**config.mk**
```make
export PLATFORM = sky130hd
export DESIGN_NAME = pcfg_access_ctrl
export DESIGN_NICKNAME = d
export VERILOG_FILES = /design/src/rtl/pcfg_pkg.sv /design/src/rtl/pcfg_seq_track.sv /design/src/rtl/pcfg_reg_bank.sv /design/src/rtl/pcfg_access_ctrl.sv
export SDC_FILE = /design/constraint.sdc
export NUM_CORES = 1
export LEC_CHECK = 0
export BUFFER_PORTS_ARGS = -buffer_cell sky130_fd_sc_hd__clkbuf_2
export CELL_PAD_IN_SITES_DETAIL_PLACEMENT = 0
export CELL_PAD_IN_SITES_GLOBAL_PLACEMENT = 1
export CORE_MARGIN = 4
export CORE_UTILIZATION = 31
export CTS_BUF_LIST = sky130_fd_sc_hd__clkbuf_8 sky130_fd_sc_hd__clkbuf_16
export DETAILED_ROUTE_END_ITERATION = 6
export GPL_TIMING_DRIVEN = 0
export PLACE_DENSITY_LB_ADDON = 0.1
export SLEW_MARGIN = 10
export SYNTH_ARGS = -nofsm -noshare
export SYNTH_HDL_FRONTEND = slang
export SYNTH_SLANG_ARGS = --single-unit
```
**constraint.sdc**
```tcl
create_clock -name clk -period 1.65 [get_ports clk]
set_input_delay 0.2475 -clock clk [delete_from_list [all_inputs] [get_ports clk]]
set_output_delay 0.2475 -clock clk [all_outputs]
set_load 0.03 [all_outputs]
```
**src/rtl/pcfg_pkg.sv**
```systemverilog
package pcfg_pkg;
  localparam int REG_W    = 16;
  localparam int NUM_REGS = 2;
  localparam int SEL_W    = (NUM_REGS > 1) ? $clog2(NUM_REGS) : 1;
  localparam int IDX_RCR  = 0;
  localparam int IDX_BCR  = 1;
  localparam int PD_BIT   = 4;

  localparam logic [REG_W-1:0] RCR_RESET = 16'h0010;
  localparam logic [REG_W-1:0] BCR_RESET = 16'h9D1F;
  localparam logic [REG_W-1:0] CODE_RCR  = 16'h0000;
  localparam logic [REG_W-1:0] CODE_BCR  = 16'h0001;

  typedef enum logic [2:0] {
    SQ_IDLE  = 3'd0,
    SQ_ONE   = 3'd1,
    SQ_TWO   = 3'd2,
    SQ_SELR  = 3'd3,
    SQ_SELB  = 3'd4,
    SQ_HOLD  = 3'd5
  } seq_state_t;

  function automatic logic [REG_W-1:0] reset_of(input int idx);
    return (idx == IDX_BCR) ? BCR_RESET : RCR_RESET;
  endfunction
endpackage

```
**src/rtl/pcfg_seq_track.sv**
```systemverilog
module pcfg_seq_track
  import pcfg_pkg::*;
#(
  parameter int ADDR_W = 22
) (
  input  logic              clk,
  input  logic              rst,
  input  logic              valid,
  input  logic              write,
  input  logic              cre,
  input  logic [ADDR_W-1:0] addr,
  input  logic [REG_W-1:0]  wdata,
  output logic              hit_divert,
  output logic              hit_load,
  output logic              hit_read,
  output logic [SEL_W-1:0]  hit_sel
);
  seq_state_t state_q, state_d;
  logic       at_top;

  assign at_top = &addr;

  always_comb begin
    state_d    = state_q;
    hit_divert = 1'b0;
    hit_load   = 1'b0;
    hit_read   = 1'b0;
    hit_sel    = SEL_W'(IDX_RCR);
    if (valid) begin
      if (cre) begin
        state_d = SQ_IDLE;
      end else begin
        unique case (state_q)
          SQ_IDLE: state_d = (at_top && !write) ? SQ_ONE : SQ_IDLE;
          SQ_ONE:  state_d = (at_top && !write) ? SQ_TWO : SQ_IDLE;
          SQ_TWO: begin
            if (at_top && !write) begin
              state_d = SQ_HOLD;
            end else if (at_top && write && wdata == CODE_RCR) begin
              state_d    = SQ_SELR;
              hit_divert = 1'b1;
            end else if (at_top && write && wdata == CODE_BCR) begin
              state_d    = SQ_SELB;
              hit_divert = 1'b1;
            end else begin
              state_d = SQ_IDLE;
            end
          end
          SQ_SELR, SQ_SELB: begin
            state_d = SQ_IDLE;
            if (at_top) begin
              hit_divert = 1'b1;
              hit_load   = write;
              hit_read   = !write;
              hit_sel    = (state_q == SQ_SELB) ? SEL_W'(IDX_BCR) : SEL_W'(IDX_RCR);
            end
          end
          SQ_HOLD: state_d = (!at_top && !write) ? SQ_IDLE : SQ_HOLD;
          default: state_d = SQ_IDLE;
        endcase
      end
    end
  end

  always_ff @(posedge clk) begin
    if (rst) state_q <= SQ_IDLE;
    else     state_q <= state_d;
  end
endmodule

```
**src/rtl/pcfg_reg_bank.sv**
```systemverilog
module pcfg_reg_bank
  import pcfg_pkg::*;
(
  input  logic                            clk,
  input  logic                            rst,
  input  logic                            load,
  input  logic [SEL_W-1:0]                sel,
  input  logic [REG_W-1:0]                wdata,
  input  logic                            guard_pd,
  output logic [NUM_REGS-1:0][REG_W-1:0]  values
);
  localparam logic [REG_W-1:0] PD_MASK = REG_W'(1) << PD_BIT;

  for (genvar g = 0; g < NUM_REGS; g++) begin : g_reg
    logic [REG_W-1:0] next_val;
    if (g == IDX_RCR) begin : g_guarded
      assign next_val = guard_pd ? ((wdata & ~PD_MASK) | (values[g] & PD_MASK)) : wdata;
    end else begin : g_plain
      assign next_val = wdata;
    end
    always_ff @(posedge clk) begin
      if (rst)                                values[g] <= reset_of(g);
      else if (load && sel == SEL_W'(g))      values[g] <= next_val;
    end
  end
endmodule

```
**src/rtl/pcfg_access_ctrl.sv**
```systemverilog
module pcfg_access_ctrl
  import pcfg_pkg::*;
#(
  parameter int ADDR_W  = 22,
  parameter int SEL_BIT = 19
) (
  input  logic              clk,
  input  logic              rst,
  input  logic              acc_valid,
  input  logic              acc_write,
  input  logic              acc_cre,
  input  logic [ADDR_W-1:0] acc_addr,
  input  logic [REG_W-1:0]  acc_wdata,
  output logic              rsp_valid,
  output logic              rsp_divert,
  output logic [REG_W-1:0]  rsp_rdata,
  output logic              wstb_rcr,
  output logic              wstb_bcr,
  output logic [REG_W-1:0]  rcr_value,
  output logic [REG_W-1:0]  bcr_value
);
  logic                           sq_div, sq_load, sq_read;
  logic [SEL_W-1:0]               sq_sel;
  logic                           cre_hit;
  logic                           eff_div, eff_load, eff_read;
  logic [SEL_W-1:0]               eff_sel;
  logic [REG_W-1:0]               eff_data;
  logic [NUM_REGS-1:0][REG_W-1:0] regs;

  pcfg_seq_track #(.ADDR_W(ADDR_W)) u_seq (
    .clk(clk), .rst(rst), .valid(acc_valid), .write(acc_write), .cre(acc_cre),
    .addr(acc_addr), .wdata(acc_wdata), .hit_divert(sq_div), .hit_load(sq_load),
    .hit_read(sq_read), .hit_sel(sq_sel)
  );

  assign cre_hit  = acc_valid && acc_cre;
  assign eff_div  = cre_hit || sq_div;
  assign eff_load = cre_hit ? acc_write : sq_load;
  assign eff_read = cre_hit ? !acc_write : sq_read;
  assign eff_sel  = cre_hit ? (acc_addr[SEL_BIT] ? SEL_W'(IDX_BCR) : SEL_W'(IDX_RCR)) : sq_sel;
  assign eff_data = cre_hit ? acc_addr[REG_W-1:0] : acc_wdata;

  pcfg_reg_bank u_bank (
    .clk(clk), .rst(rst), .load(eff_load), .sel(eff_sel), .wdata(eff_data),
    .guard_pd(!cre_hit), .values(regs)
  );

  always_ff @(posedge clk) begin
    if (rst) begin
      rsp_valid  <= 1'b0;
      rsp_divert <= 1'b0;
      rsp_rdata  <= '0;
      wstb_rcr   <= 1'b0;
      wstb_bcr   <= 1'b0;
    end else begin
      rsp_valid  <= acc_valid;
      rsp_divert <= eff_div;
      rsp_rdata  <= eff_read ? regs[eff_sel] : '0;
      wstb_rcr   <= eff_load && (eff_sel == SEL_W'(IDX_RCR));
      wstb_bcr   <= eff_load && (eff_sel == SEL_W'(IDX_BCR));
    end
  end

  assign rcr_value = regs[IDX_RCR];
  assign bcr_value = regs[IDX_BCR];
endmodule

```
# Yosys cells after proc, flatten, opt, wreduce, memory -nomap -nowiden
# Index checks and enable logic that the tools add are counted.
# W data, S select, Z words.
word_totals:
  reg_bits: 55
  input_bits: 43
  elab_cells: 70
classes:
  magnitude_cmp: 1
  eq_ne: 6
  mux: 36
  bitwise_logic: 3
  n_reduce_logical: 16
ops:
  columns: ["operator", "n"]
  rows:
  - ["$mux W16", 4]
  - ["$mux W1", 24]
  - ["$reduce_and A22 Y1", 1]
  - ["$eq A16 B1 Y1 const B", 1]
  - ["$logic_not A16 Y1", 1]
  - ["$or A16 B5 Y16", 1]
  - ["$mux W3", 5]
  - ["$pmux W3 S4", 1]
  - ["$logic_and A1 B1 Y1", 8]
  - ["$eq A3 B2 Y1 const B", 2]
  - ["$eq A3 B3 Y1 const B", 2]
  - ["$reduce_or A2 Y1", 2]
  - ["$eq A3 B1 Y1 const B", 1]
  - ["$logic_not A3 Y1", 1]
  - ["$logic_not A1 Y1", 2]
  - ["$lt A1 B2 Y1 const B", 1]
  - ["$mux W2", 1]
  - ["$not A1 Y1", 2]
  - ["$pmux W1 S2", 1]
  - ["$logic_or A1 B1 Y1", 1]

# Longest topological paths before layout
depth:
  ltp_word: 10
  depth_mapped: 8
  ltp_nobuf: 5

# By module
# Synthesis repeated with hierarchy kept, for this count alone.
hier_totals:
  cells_unflattened: 311
  area_unflattened_um2: 2616.3
modules_own_cells:
  columns: ["mod", "n_inst", "cells_per_inst", "area_each_um2"]
  rows:
  - ["pcfg_reg_bank", 1, 143, 1199.9]
  - ["pcfg_access_ctrl", 1, 114, 1063.5]
  - ["pcfg_seq_track", 1, 54, 352.8]

# Worst setup path before layout
# Ideal clock, no wire load.
synth_path:
  kind: "reg-to-reg"
  startpoint: "register u_seq.state_q[0]"
  endpoint: "register rsp_rdata[10]"
  arrival_time_ns: 1.686
  required_ns: 1.535
  setup_slack_ns: -0.150
  stages_incl_launch_ff: 8
  n_path_buf: 2
  period_less_slack_ns: 1.800
  cell_sequence: "dfxtp_1 -> buf_4 -> or3b_1 -> nor3b_1 -> a31oi_2 -> buf_6 -> mux2i_1 -> nor2_1"
synth_via:
  elab_chain_len: 9
  word_cells_on_any_way: 17
synth_rtl:
  columns: ["item", "line", "text"]
  rows:
  - ["start: declaration", "pcfg_seq_track.sv:18", "seq_state_t state_q, state_d;"]
  - ["start signal: assignment", "pcfg_seq_track.sv:67", "else state_q <= state_d;"]
  - ["$eq A3 B3 Y1", "pcfg_seq_track.sv:33, pcfg_seq_track.sv:55", null]
  - ["$mux W1", "pcfg_seq_track.sv:55", "hit_sel = (state_q == SQ_SELB) ? SEL_W'(IDX_BCR) : SEL_W'(IDX_RCR);"]
  - ["$mux W1", "pcfg_seq_track.sv:51", "if (at_top) begin"]
  - ["$mux W1", "pcfg_seq_track.sv:33", "unique case (state_q)"]
  - ["$mux W1", "pcfg_seq_track.sv:30", "if (cre) begin"]
  - ["$mux W1", "pcfg_seq_track.sv:29", "if (valid) begin"]
  - ["$mux W1", "pcfg_access_ctrl.sv:40", "assign eff_sel = cre_hit ? (acc_addr[SEL_BIT] ? SEL_W'(IDX_BCR) : SEL_W'(IDX_RCR)) : sq_sel;"]
  - ["$mux W16 (not written as such) (2 in a row)", "pcfg_access_ctrl.sv:58", "rsp_rdata <= eff_read ? regs[eff_sel] : '0;"]
  - ["end signal: assignment", "pcfg_access_ctrl.sv:58", null]
  - ["end: declaration", "pcfg_access_ctrl.sv:16", "output logic [REG_W-1:0] rsp_rdata,"]
# Several ways; a longest one is shown, not always the timed one. The select of a mux whose other input is x is not followed.
# A chain may end at the register's enable or synchronous reset.

# Final worst setup path
layout_path:
  startpoint: "register u_seq.state_q[0]"
  endpoint: "register rsp_rdata[4]"
# The elaborated chain is that of the path after synthesis.

==> impl_results.md <==
- Final Cycle Share: 111%
- Met2 wire len: 4200 um
- Via count: around 2400
- Top_reg_cell synth: dfxtp_1
- WL per Instance: 17.8 um
- WP data arrival: 2100 ps
- Post-synth EDFFs: 0
- Mean post-synth cell area: 9.12 um^2
- Gr ovfl total: 0
- Power per cell area: roughly 730 nW/um^2
- Final WS setup: -186 ps
- Status: finished, violations left
- Final Util: 48.7%
- Netlist cell types: 36
- Total GRT Usage: 18.9%
- Post-DP HPWL: 6070 um
- Max stage delay on crit path: 430 ps
- Worst slew margin: 50.5%
- Synthesized area: about 2400 um^2
- Initial antenna violation count: 0
- Failing checks: setup timing
- Yosys reg bits: 55
- Most frequent cell after synthesis: dfxtp_1
- Clock Tree Buf Depth: 2
- Peak VDD IR: 0.000324 V
- CP max stage cell: or3b_4
- FILL cells: 762
- M1 wire length: slightly below 4000 um
- Vias in the first global route: 2338
- Die area: 9240 um^2
- Worst Hold Class: input port to flip-flop
- Clock transition at the registers of the reported paths: 110 ps
- Clock Tree Root: clkbuf_8
- Post-synth top cells: dfxtp_1, nor2_1, mux2i_1
- Syn. warnings: 0
- Share of cells above drive strength 1: 46.5%
- Drt drc: 0
- Setup TNS: -4230 ps
- CTS tree: done
- Final Hold Violating Endpoints: 0
- Delay-heaviest family, CP: simple AND/OR/NAND/NOR gates
- IO Pins: 95
- Switch share: 29.9%
- Final wirelength: approximately 8600 um
- Critical-path cell list: or3b_4, buf_6, nor3b_4, a31oi_4, clkbuf_16, mux2i_4, nor2_4
- RD Place Congestion: approximately 0.8
- Antenna Violating Nets Remaining: 0
- Worst-margin pin slew: 743 ps
- Max-cap violations: 0
- Syn_nets: 307
- WL met3: 457 um
- RSZ-0062 raised after global routing: true
- Worst-skew pair later-pin latency: 320 ps
- Clock skew: 7.53 ps
- FMAX: 545 MHz
- Vias per inst: 4.95
- Largest net degree at the start of global routing: 19
- Core Box Area: approximately 7400 um^2
- Share of flip-flops with an asynchronous set or reset: 0%
- Row count: 31
- Clock Power Share: approximately 31%
- CTS Sinks: 55
- First-pass iteration count of the detailed router: 5
- Crit end category: flip-flop
- Starting Density: 32.5%
- Min Clock Period, post-route: 1840 ps
- ANT cells: 0
- H-tree Lvls: 2
- Die Ht: between 90 and 100 um
- Leakage: ~0.0016 uW
- Final nets: 429
- I/O Buffers: 93
- Area leader, netlist: dfxtp_1
- Area share of the largest cell type after synthesis: about 46%
- Psw: 785 uW
- Crit path kind: flip-flop to flip-flop
- Buffers & Inverters on Critical Path: 2
- Top Layer Used: met4
- Post-Syn Instances: ~260
- Critical-path maximum fanout: 5
- Finish-stage setup viols: 32
- Area delta synth->final: 49.7%
- Die Wd: approximately 96 um
- Sequential share of power: between 50% and 60%
- Top post-synthesis cells by area: dfxtp_1, mux2i_1, nor2_1
- DR iter-0 viols: 75
- Critical Path Start Type: flip-flop
- First-pass GRT wire length: roughly 13000 um
- Total power: 2620 uW
- Num CTS Buffers: 5
- Placed cells: 456
- Internal: approximately 1800 uW
- Hold_buf cts: 0
- Req. time, crit path: 1920 ps
- Sequential element share of the synthesized area: 45.7%
- Non-Filler Instances: just under 500
- Max-slew violations: 0
- Logic pwr share: 16.3%
[power by group through the flow]
stage / clock, uW / combinational [uW] / sequential (uW)
2_1_floorplan: 0 / 152 / 1470
3_3_place_gp: 0 / 365 / 1410
3_5_place_dp: 0 / 364 / 1410
4_1_cts: 828 / 388 / 1380
5_1_grt: 876 / 463 / 1390
6_report: 811 / 428 / 1380
[cell usage in the layout, fill, tap and decap left out, drive strengths merged, types with 3 or more instances in the layout]
cell type  synthesis  final
nand2             23     23
clkbuf             9    108
nor2b              6      6
or2                6      6
a31oi              3      3
nand4              5      5
a211oi            15     15
nor2              48     48
a21oi             11     11
mux2i             31     31
dfxtp             55     55
buf                9     30
a211o             11     11
nor4               6      6
or3b               3      3
o21ai              5      5
[timing repair]
action	in CTS	in global routing
cloned	2	1
setup buffers	17	3
resized for setup	20	63
endpoints found under the setup margin	43	52
pin swaps	20	26
endpoints found under the hold margin	0	0
[worst paths after layout]
| path | endpoint | slack (ps) | start | cells after the start |
|---|---|---|---|---|
| max | rsp_rdata[4]$_SDFF_PP0_ | -190 | u_seq.state_q[0]$_SDFFE_PP0P_ | 7 |
| min | rsp_valid$_SDFF_PP0_ | 130 | rst | 2 |
| max reg2reg | rsp_rdata[4]$_SDFF_PP0_ | -190 | u_seq.state_q[0]$_SDFFE_PP0P_ | 7 |
| min reg2reg | u_bank.values[21]$_SDFFE_PP0P_ | 480 | u_bank.values[21]$_SDFFE_PP0P_ | 2 |
[stage by stage]
step	instance area, um^2	hold slack (ps)	worst slack [ps]
floorplan	2440	334	-60.3
global route	3600	130	-252
finish	3600	127	-186
CTS	3350	121	-164
global placement	3030	464	-467
detailed placement	3030	464	-470
[registers in the layout, summed over array words and instances, names as in the netlist]
name	count
rsp_valid	1
u_bank.values	32
rsp_divert	1
wstb_bcr	1
u_seq.state_q	3
wstb_rcr	1
rsp_rdata	16
[metal layers]
metal,global-route usage [%],vias to the layer above
met3,3.52,8
met2,32.1,65
met4,4.50,0
li1,-,1176
met1,24.7,1158
met5,0,-
[kinds of logic (layout without fill, tap and decap cells)]
logic type,after synthesis,in the layout,synth area share (%)
buffers and inverters,18,141,4.16
AND/OR/NAND/NOR,110,110,22.5
AO/OA/AOI/OAI,50,50,14.7
multiplexers,31,31,12.9
flip-flops,55,55,45.7
[final cells by class]
class | instances | area (um^2) | area share [%]
Timing Repair Buffer | 116 | 709 | 19.7
Multi-Input combinational cell | 191 | 1410 | 39.1
Tap cell | 99 | 124 | 3.44
Clock buffer | 5 | 68.8 | 1.91
Buffer | 17 | 159 | 4.41
Sequential cell | 55 | 1110 | 30.8
Clock inverter | 3 | 23.8 | 0.659
Power figures use the tool's default switching activity.
